==> config.mk <==
export PLATFORM = sky130hd
export DESIGN_NAME = baud_tick_gen
export DESIGN_NICKNAME = d
export VERILOG_FILES = /design/src/rtl/bdg_pkg.sv /design/src/rtl/bdg_prescale.sv /design/src/rtl/bdg_cd_count.sv /design/src/rtl/bdg_bit_count.sv /design/src/rtl/baud_tick_gen.sv
export SDC_FILE = /design/constraint.sdc
export NUM_CORES = 1
export LEC_CHECK = 0
export BUFFER_PORTS_ARGS = -buffer_cell sky130_fd_sc_hd__buf_2
export CAP_MARGIN = 20
export CORE_ASPECT_RATIO = 0.75
export CORE_MARGIN = 2
export CORE_UTILIZATION = 45
export DETAILED_ROUTE_END_ITERATION = 8
export GPL_TIMING_DRIVEN = 0
export PLACE_DENSITY = 0.67
export REMOVE_ABC_BUFFERS = 1
export SLEW_MARGIN = 20
export SYNTH_ARGS = -nofsm -noshare
export SYNTH_HDL_FRONTEND = slang
export SYNTH_SLANG_ARGS = --single-unit
==> constraint.sdc <==
create_clock -name clk -period 5.4 [get_ports clk]
set_input_delay 0.27 -clock clk [delete_from_list [all_inputs] [get_ports clk]]
set_output_delay 0.27 -clock clk [all_outputs]
set_load 0.05 [all_outputs]
==> src/rtl/bdg_pkg.sv <==
package bdg_pkg;
    typedef enum logic [0:0] {
        ST_IDLE = 1'b0,
        ST_RUN  = 1'b1
    } bdg_state_t;

    localparam int unsigned BDG_CD_W    = 16;
    localparam int unsigned BDG_BD_W    = 8;
    localparam int unsigned BDG_PRE_DIV = 8;
    localparam int unsigned BDG_BD_MIN  = 4;
endpackage

==> src/rtl/bdg_prescale.sv <==
module bdg_prescale #(
    parameter int unsigned RATIO = 8
) (
    input  logic clk,
    input  logic rst_n,
    input  logic live,
    input  logic sel,
    output logic tick
);
    localparam int unsigned CW = (RATIO > 1) ? $clog2(RATIO) : 1;
    localparam logic [CW-1:0] LAST = CW'(RATIO - 1);

    generate
        if (RATIO > 1) begin : g_div
            logic [CW-1:0] cnt;
            always_ff @(posedge clk or negedge rst_n) begin
                if (!rst_n)
                    cnt <= '0;
                else if (!live)
                    cnt <= '0;
                else if (sel)
                    cnt <= (cnt == LAST) ? '0 : cnt + 1'b1;
            end
            assign tick = live && (!sel || (cnt == LAST));
        end else begin : g_pass
            assign tick = live;
        end
    endgenerate
endmodule

==> src/rtl/bdg_cd_count.sv <==
module bdg_cd_count #(
    parameter int unsigned W = 16
) (
    input  logic         clk,
    input  logic         rst_n,
    input  logic         live,
    input  logic         step,
    input  logic [W-1:0] cd,
    output logic         tick
);
    logic [W-1:0] cnt;
    logic         at_end;

    assign at_end = ({1'b0, cnt} + {{W{1'b0}}, 1'b1}) == {1'b0, cd};
    assign tick   = live && step && at_end;

    always_ff @(posedge clk or negedge rst_n) begin
        if (!rst_n)
            cnt <= '0;
        else if (!live)
            cnt <= '0;
        else if (step)
            cnt <= at_end ? '0 : cnt + 1'b1;
    end
endmodule

==> src/rtl/bdg_bit_count.sv <==
module bdg_bit_count #(
    parameter int unsigned W   = 8,
    parameter int unsigned MIN = 4
) (
    input  logic         clk,
    input  logic         rst_n,
    input  logic         live,
    input  logic         step,
    input  logic [W-1:0] bdiv,
    output logic         tick
);
    localparam logic [W-1:0] FLOOR = W'(MIN);

    logic [W-1:0] limit;
    logic [W-1:0] cnt;
    logic         at_end;

    assign limit  = (bdiv < FLOOR) ? FLOOR : bdiv;
    assign at_end = (cnt == limit);
    assign tick   = live && step && at_end;

    always_ff @(posedge clk or negedge rst_n) begin
        if (!rst_n)
            cnt <= '0;
        else if (!live)
            cnt <= '0;
        else if (step)
            cnt <= at_end ? '0 : cnt + 1'b1;
    end
endmodule

==> src/rtl/baud_tick_gen.sv <==
module baud_tick_gen
    import bdg_pkg::*;
#(
    parameter int unsigned CD_W    = BDG_CD_W,
    parameter int unsigned BD_W    = BDG_BD_W,
    parameter int unsigned PRE_DIV = BDG_PRE_DIV,
    parameter int unsigned BD_MIN  = BDG_BD_MIN
) (
    input  logic            clk,
    input  logic            rst_n,
    input  logic            en,
    input  logic            div8_sel,
    input  logic [CD_W-1:0] cd,
    input  logic [BD_W-1:0] bdiv,
    output logic            sample_tick,
    output logic            bit_tick
);
    localparam int unsigned CFG_W = 1 + CD_W + BD_W;

    bdg_state_t      state, state_nx;
    logic [CFG_W-1:0] cfg_now, cfg_seen;
    logic            cfg_chg;
    logic            cd_ok;
    logic            live;
    logic            pre_tick, smp, bit_t;

    assign cfg_now = {div8_sel, cd, bdiv};
    assign cfg_chg = (cfg_now != cfg_seen);
    assign cd_ok   = (cd != '0);

    // configuration snapshot used to detect register writes
    always_ff @(posedge clk or negedge rst_n) begin
        if (!rst_n)
            cfg_seen <= '0;
        else
            cfg_seen <= cfg_now;
    end

    // state register
    always_ff @(posedge clk or negedge rst_n) begin
        if (!rst_n)
            state <= ST_IDLE;
        else
            state <= state_nx;
    end

    // next state
    always_comb begin
        state_nx = state;
        unique case (state)
            ST_IDLE: if (en && cd_ok)    state_nx = ST_RUN;
            ST_RUN:  if (!en || !cd_ok)  state_nx = ST_IDLE;
            default:                     state_nx = ST_IDLE;
        endcase
    end

    // outputs of the state machine
    always_comb begin
        live = 1'b0;
        unique case (state)
            ST_IDLE: live = 1'b0;
            ST_RUN:  live = en && cd_ok && !cfg_chg;
            default: live = 1'b0;
        endcase
    end

    bdg_prescale #(.RATIO(PRE_DIV)) u_pre (
        .clk   (clk),
        .rst_n (rst_n),
        .live  (live),
        .sel   (div8_sel),
        .tick  (pre_tick)
    );

    bdg_cd_count #(.W(CD_W)) u_cd (
        .clk   (clk),
        .rst_n (rst_n),
        .live  (live),
        .step  (pre_tick),
        .cd    (cd),
        .tick  (smp)
    );

    bdg_bit_count #(.W(BD_W), .MIN(BD_MIN)) u_bit (
        .clk   (clk),
        .rst_n (rst_n),
        .live  (live),
        .step  (smp),
        .bdiv  (bdiv),
        .tick  (bit_t)
    );

    assign sample_tick = smp;
    assign bit_tick    = bit_t;
endmodule

# --- Yosys cells after proc, flatten, opt, wreduce, memory -nomap -nowiden ---
# Cells that the tools add are included.
op_classes:
  reduce_logical: 14
  muxes: 14
  n_eq_ne: 7
  n_lt_le_gt_ge: 1
  n_addsub: 4
  bitwise_logic: 1
op_table:
  columns: ["cell", "count"]
  rows:
  - ["16-bit 2-to-1 mux", 3]
  - ["8-bit 2-to-1 mux", 4]
  - ["25-bit inequality test", 1]
  - ["16-bit by 1-bit adder with 17-bit output (second input constant)", 1]
  - ["17-bit by 16-bit equality test with 1-bit output", 1]
  - ["16-bit by 1-bit adder with 16-bit output (second input constant)", 1]
  - ["16-bit nonzero test", 1]
  - ["3-bit 2-to-1 mux", 3]
  - ["8-bit by 1-bit adder with 8-bit output (second input constant)", 1]
  - ["8-bit equality test", 1]
  - ["8-bit by 3-bit less-than comparator with 1-bit output (second input constant)", 1]
  - ["1-bit logical AND", 7]
  - ["2-bit inequality test (second input constant)", 3]
  - ["1-bit logical NOT", 4]
  - ["1-bit case mux with 2 select lines", 2]
  - ["3-bit by 1-bit adder with 3-bit output (second input constant)", 1]
  - ["3-bit equality test (second input constant)", 1]
  - ["1-bit logical OR", 2]
  - ["1-bit 2-to-1 mux", 2]
  - ["1-bit NOT", 1]
totals:
  inputBits: 28
  regBits: 53
  out_inout_bits: 2
  elab_cells: 46

# --- Logic depth before layout (Yosys ltp) ---
logic_depth:
  word_depth: 9
  mapped_depth: 12
  depth_no_buf: 9

# --- Cells and area by module ---
# A second synthesis with hierarchy kept.
hier_totals:
  cells_unflattened: 326
  hier_area_um2: 3148.0
modules_own_cells:
  columns: ["module", "seq_area_each_um2", "cells_each", "instances", "area_each_um2"]
  rows:
  - ["bdg_cd_count", 400.4, 179, 1, 1417.6]
  - ["baud_tick_gen", 650.6, 67, 1, 965.9]
  - ["bdg_bit_count", 200.2, 66, 1, 603.1]
  - ["bdg_prescale", 75.1, 14, 1, 161.4]

# --- Least setup slack after synthesis ---
# No wires, ideal clock.
synth_timing:
  path_type: "register -> output"
  start: "register u_cd.cnt[0]"
  end: "output port bit_tick"
  required_ns: 5.130
  t_arrival_ns: 3.178
  stages_incl_launch_ff: 11
  n_path_buf: 1
  slack_ns: 1.952
  cell_sequence: "dfrtp_1 ha_1 nand4_1 or2_1 buf_2 a211oi_1 o22ai_1 nand4b_1 or2_2 nor2_1 and2_1"
synth_via:
  elab_chain_cells: 5
synth_rtl:
  columns: ["element", "line", "rtl"]
  rows:
  - ["start: declaration", "bdg_cd_count.sv:11", "logic [W-1:0] cnt;"]
  - ["start signal: assignment", "bdg_cd_count.sv:23", "cnt <= at_end ? '0 : cnt + 1'b1;"]
  - ["16-bit by 1-bit adder with 17-bit output", "bdg_cd_count.sv:14", "assign at_end = ({1'b0, cnt} + {{W{1'b0}}, 1'b1}) == {1'b0, cd};"]
  - ["17-bit by 16-bit equality test with 1-bit output", "bdg_cd_count.sv:14", null]
  - ["1-bit logical AND", "bdg_cd_count.sv:15", "assign tick = live && step && at_end;"]
  - ["net sample_tick", "baud_tick_gen.sv:15", "output logic sample_tick,"]
  - ["1-bit logical AND (2 in series)", "bdg_bit_count.sv:20", "assign tick = live && step && at_end;"]
  - ["end: declaration", "baud_tick_gen.sv:16", "output logic bit_tick"]
# The timed path passes the listed nets, and every way through them passes these cells.

# --- Final worst setup path ---
layout_timing:
  start: "register u_cd.cnt[0]"
  end: "output port bit_tick"
layout_via:
  elab_chain_cells: 5
layout_rtl:
  columns: ["element", "line"]
  rows:
  - ["16-bit by 1-bit adder with 17-bit output", "bdg_cd_count.sv:14"]
  - ["17-bit by 16-bit equality test with 1-bit output", "bdg_cd_count.sv:14"]
  - ["1-bit logical AND", "bdg_cd_count.sv:15"]
  - ["1-bit logical AND (2 in series)", "bdg_bit_count.sv:20"]
# Every way passes these cells.

==> impl_metrics.env <==
export IMPL_synth_sequential_area_ratio=0.421
export IMPL_cts_hold_repair_buffers=0
export IMPL_timing_hold_violations_final=12
export IMPL_synth_distinct_cells=64
export IMPL_routed_wl_um=7510
export IMPL_hold_ws_ps=-37.2
export IMPL_register_bit_count_reported_by_yosys=53
export IMPL_syn_cell_area_um2=3150
export IMPL_num_vias=2588
export IMPL_seq_area_um2=1330
export IMPL_synth_area_in_compound_gates=0.121
export IMPL_grt_overflow_total=0
export IMPL_post_synthesis_cell_count=334
export IMPL_drt_initial_drc_count=239
export IMPL_ys_warnings_count=0
export IMPL_top_level_i_o_count=30
export IMPL_synthXorXnorAreaFrac=0.125
export IMPL_run_status="finished with violations"
export IMPL_clk_root_buffer_cell="clkbuf_8"
export IMPL_clock_tree_buffer_depth=2
export IMPL_tritoncts_num_sinks=53
export IMPL_chipHeight_um=76.5
export IMPL_worstPathBufferInverterCount=1
export IMPL_clkTransAtPathRegs_ps=110
export IMPL_synthSimpleGateAreaFrac=0.274
export IMPL_fin_ws_ps=1990
export IMPL_cp_required_ps=5130
export IMPL_gp_congestion=0.902
export IMPL_synth_top_family_by_area="simple AND/OR/NAND/NOR gates"
export IMPL_ys_top_cells_by_area="dfrtp_1 42%, xnor2_1 9.7%, nand2_1 4.3%"
export IMPL_synth_edff_count=0
export IMPL_multiInputGateArea_um2=1740
export IMPL_area_delta_synth_final_pct=10.1
export IMPL_async_flop_share=1.00
export IMPL_final_instance_count_excl_fill=442
export IMPL_drtPass1Iterations=4
export IMPL_timing_critical_path_slowest_stage_cell="dfrtp_1"
export IMPL_avgRoutedWirePerCell_um=17.0
export IMPL_synthFlopType="dfrtp_1"
export IMPL_design_final_nets=389
export IMPL_cts_repair_resized=0
export IMPL_post_route_drc_violation_count=0
export IMPL_route_antenna_remaining_nets=0
export IMPL_drv_cap=0
export IMPL_timing_worst_slew_pin_value_ps=923
export IMPL_route_detailed_vias_per_inst=5.86
export IMPL_grt_pass1_wl_um=12300
export IMPL_synth_most_common_cell="dfrtp_1"
export IMPL_yosys_area_share_adder=0.0159
export IMPL_placementRows=26
export IMPL_buffers_added_on_ports=29
export IMPL_antenna_diode_count=0
export IMPL_dpl_cell_count=434
export IMPL_period_needed_ps=3410
export IMPL_post_synth_mux_area_share=0.0131
export IMPL_cts_buffers_inserted=5
export IMPL_final_layout_fill_cell_count=641
export IMPL_violations="negative hold slack"
export IMPL_h_tree_depth=2
export IMPL_vias_in_the_first_global_route=2463
export IMPL_initial_core_util=0.464
export IMPL_fmaxAchievable_ghz=0.293
export IMPL_cts_tree="built"
export IMPL_finalCritPeriodShare=0.632
export IMPL_timing_critical_path_fanout_max=7
export IMPL_post_synth_most_frequent_cells="53 x dfrtp_1, 36 x nand2_1, 35 x xnor2_1, 19 x nand3_1, 18 x nor2_1"
export IMPL_final_setup_tns_ps=0
export IMPL_critical_path_cell_chain="ha_1, nand4_1, or2_1, a211oi_1, o22ai_1, nand4b_1, or2_2, nor2_1, and2_1, buf_2"
export IMPL_synthDominantAreaCellType="dfrtp_1"
export IMPL_antenna_found_initial=0
export IMPL_critical_path_top_delay_family="simple AND/OR/NAND/NOR gates"
export IMPL_setup_viol=0
export IMPL_postCtsSetupBuffers=0
export IMPL_max_stage_delay_ps=460
export IMPL_final_setup_skew_ps=8.30
export IMPL_worstHoldPathType="in2async"
export IMPL_synth_top_cell_area_share=0.421
export IMPL_clock_latency_ps=310
export IMPL_timing_slew_headroom=0.385
export IMPL_post_dp_hpwl_um=5340
export IMPL_die_area_um2=7700
export IMPL_post_place_ws_ps=2140
export IMPL_timing_critical_path_to_type="output pin"
export IMPL_worstSetupPathType="reg2out"
export IMPL_globalRouteTotalUtil=0.201
export IMPL_coreArea_um2=6800
export IMPL_power_density_cell_area_nw_per_um2=222
export IMPL_setup_repair_after_global_routing_missed_its_margin="false"
export IMPL_grt_start_max_net_pins=54
export IMPL_slew_viol_final=0
export IMPL_syn_mean_instance_area_um2=9.44
export IMPL_final_core_utilization=0.510
export IMPL_final_layout_size_suffix_gt1_frac=0.165
export IMPL_die_width_um=101
export IMPL_arrival_ps=3140
export IMPL_power_leakage_nw=1.40
export IMPL_worst_setup_path_start_kind="flip-flop"
export IMPL_ir_worst_vdd_mv=0.107
[metal layers]
metal | vias to the layer above | wire length, um | GRT usage
met1 | 1269 | 3830 | 0.315
met5 | - | 0 | 0
met2 | 65 | 3240 | 0.291
met4 | 0 | 68 | 0.0479
li1 | 1247 | - | -
met3 | 7 | 362 | 0.0257
[power breakdown]
part,total (mW),leakage [nW],switching [mW],internal [mW]
sequential,0.411,0.680,0.00416,0.406
combinational,0.0719,0.656,0.0424,0.0295
clock,0.287,0.0603,0.144,0.142
total,0.769,1.40,0.191,0.578
[cells in the final DEF, fill, tap and decap left out, types with 3 or more instances in the layout]
cell / netlist / layout
or4b_1: 4 / 4
nor2b_1: 6 / 6
a211oi_1: 3 / 3
xnor2_1: 35 / 35
nand3_1: 19 / 19
inv_1: 5 / 5
nand4_1: 10 / 10
buf_2: 7 / 28
and2_1: 3 / 3
mux2i_1: 3 / 3
a21oi_1: 11 / 11
o21ai_0: 15 / 15
clkbuf_8: 0 / 5
nand2_1: 36 / 36
nor3_1: 12 / 11
and3_1: 7 / 7
or4_1: 3 / 3
nor4_1: 8 / 8
xor2_1: 10 / 10
dfrtp_1: 53 / 53
a31oi_1: 3 / 3
nand2b_1: 3 / 3
ha_1: 4 / 4
nor2_1: 18 / 18
[metrics by stage]
stage | cell area, um^2 | total power [mW] | hold WS (ps)
after detailed placement | 3350 | 0.490 | 360
after global routing | 3470 | 0.803 | 25.1
after floorplan | 3080 | 0.451 | -25.6
after CTS | 3470 | 0.779 | 8.37
after global placement | 3330 | 0.488 | 447
final | 3470 | 0.769 | -37.2
[path summary, 6_finish.rpt]
check / endpoint / cells after the start / start / slack, ps
worst min-delay path: cfg_seen[0] / 1 / rst_n / -40
worst min register to register: u_pre.g_div.cnt[2] / 2 / u_pre.g_div.cnt[2] / 540
max in group asynchronous: u_pre.g_div.cnt[0] / 1 / rst_n / 4940
min in group clk: cfg_seen[4] / 1 / bdiv[4] / 120
worst max-delay path: bit_tick / 10 / u_cd.cnt[0] / 1990
worst max register to register: u_bit.cnt[5] / 9 / u_cd.cnt[0] / 2100
[kinds of logic after synthesis]
kind of cell               count (synthesis)
buffers and inverters                     20
and+or+nand+nor                          152
DFF                                       53
muxes                                      4
adders and majority gates                  4
AOI/OAI and AO/OA                         56
xor gates and xnor gates                  45
[area by class of cell]
class / count / share of cell area
multi-input combinational: 261 / 0.502
sequential: 53 / 0.382
timing repair buffer: 30 / 0.0447
tap: 84 / 0.0303
clock buffer: 5 / 0.0198
clock inverter: 3 / 0.0144
inverter: 6 / 0.00649
[registers in the layout, summed over array words and instances, names as in the netlist]
register and flops:
u_bit.cnt 8, u_pre.g_div.cnt 3, u_cd.cnt 16, cfg_seen 25, state 1
No activity file was read; power rests on OpenSTA's default activity.
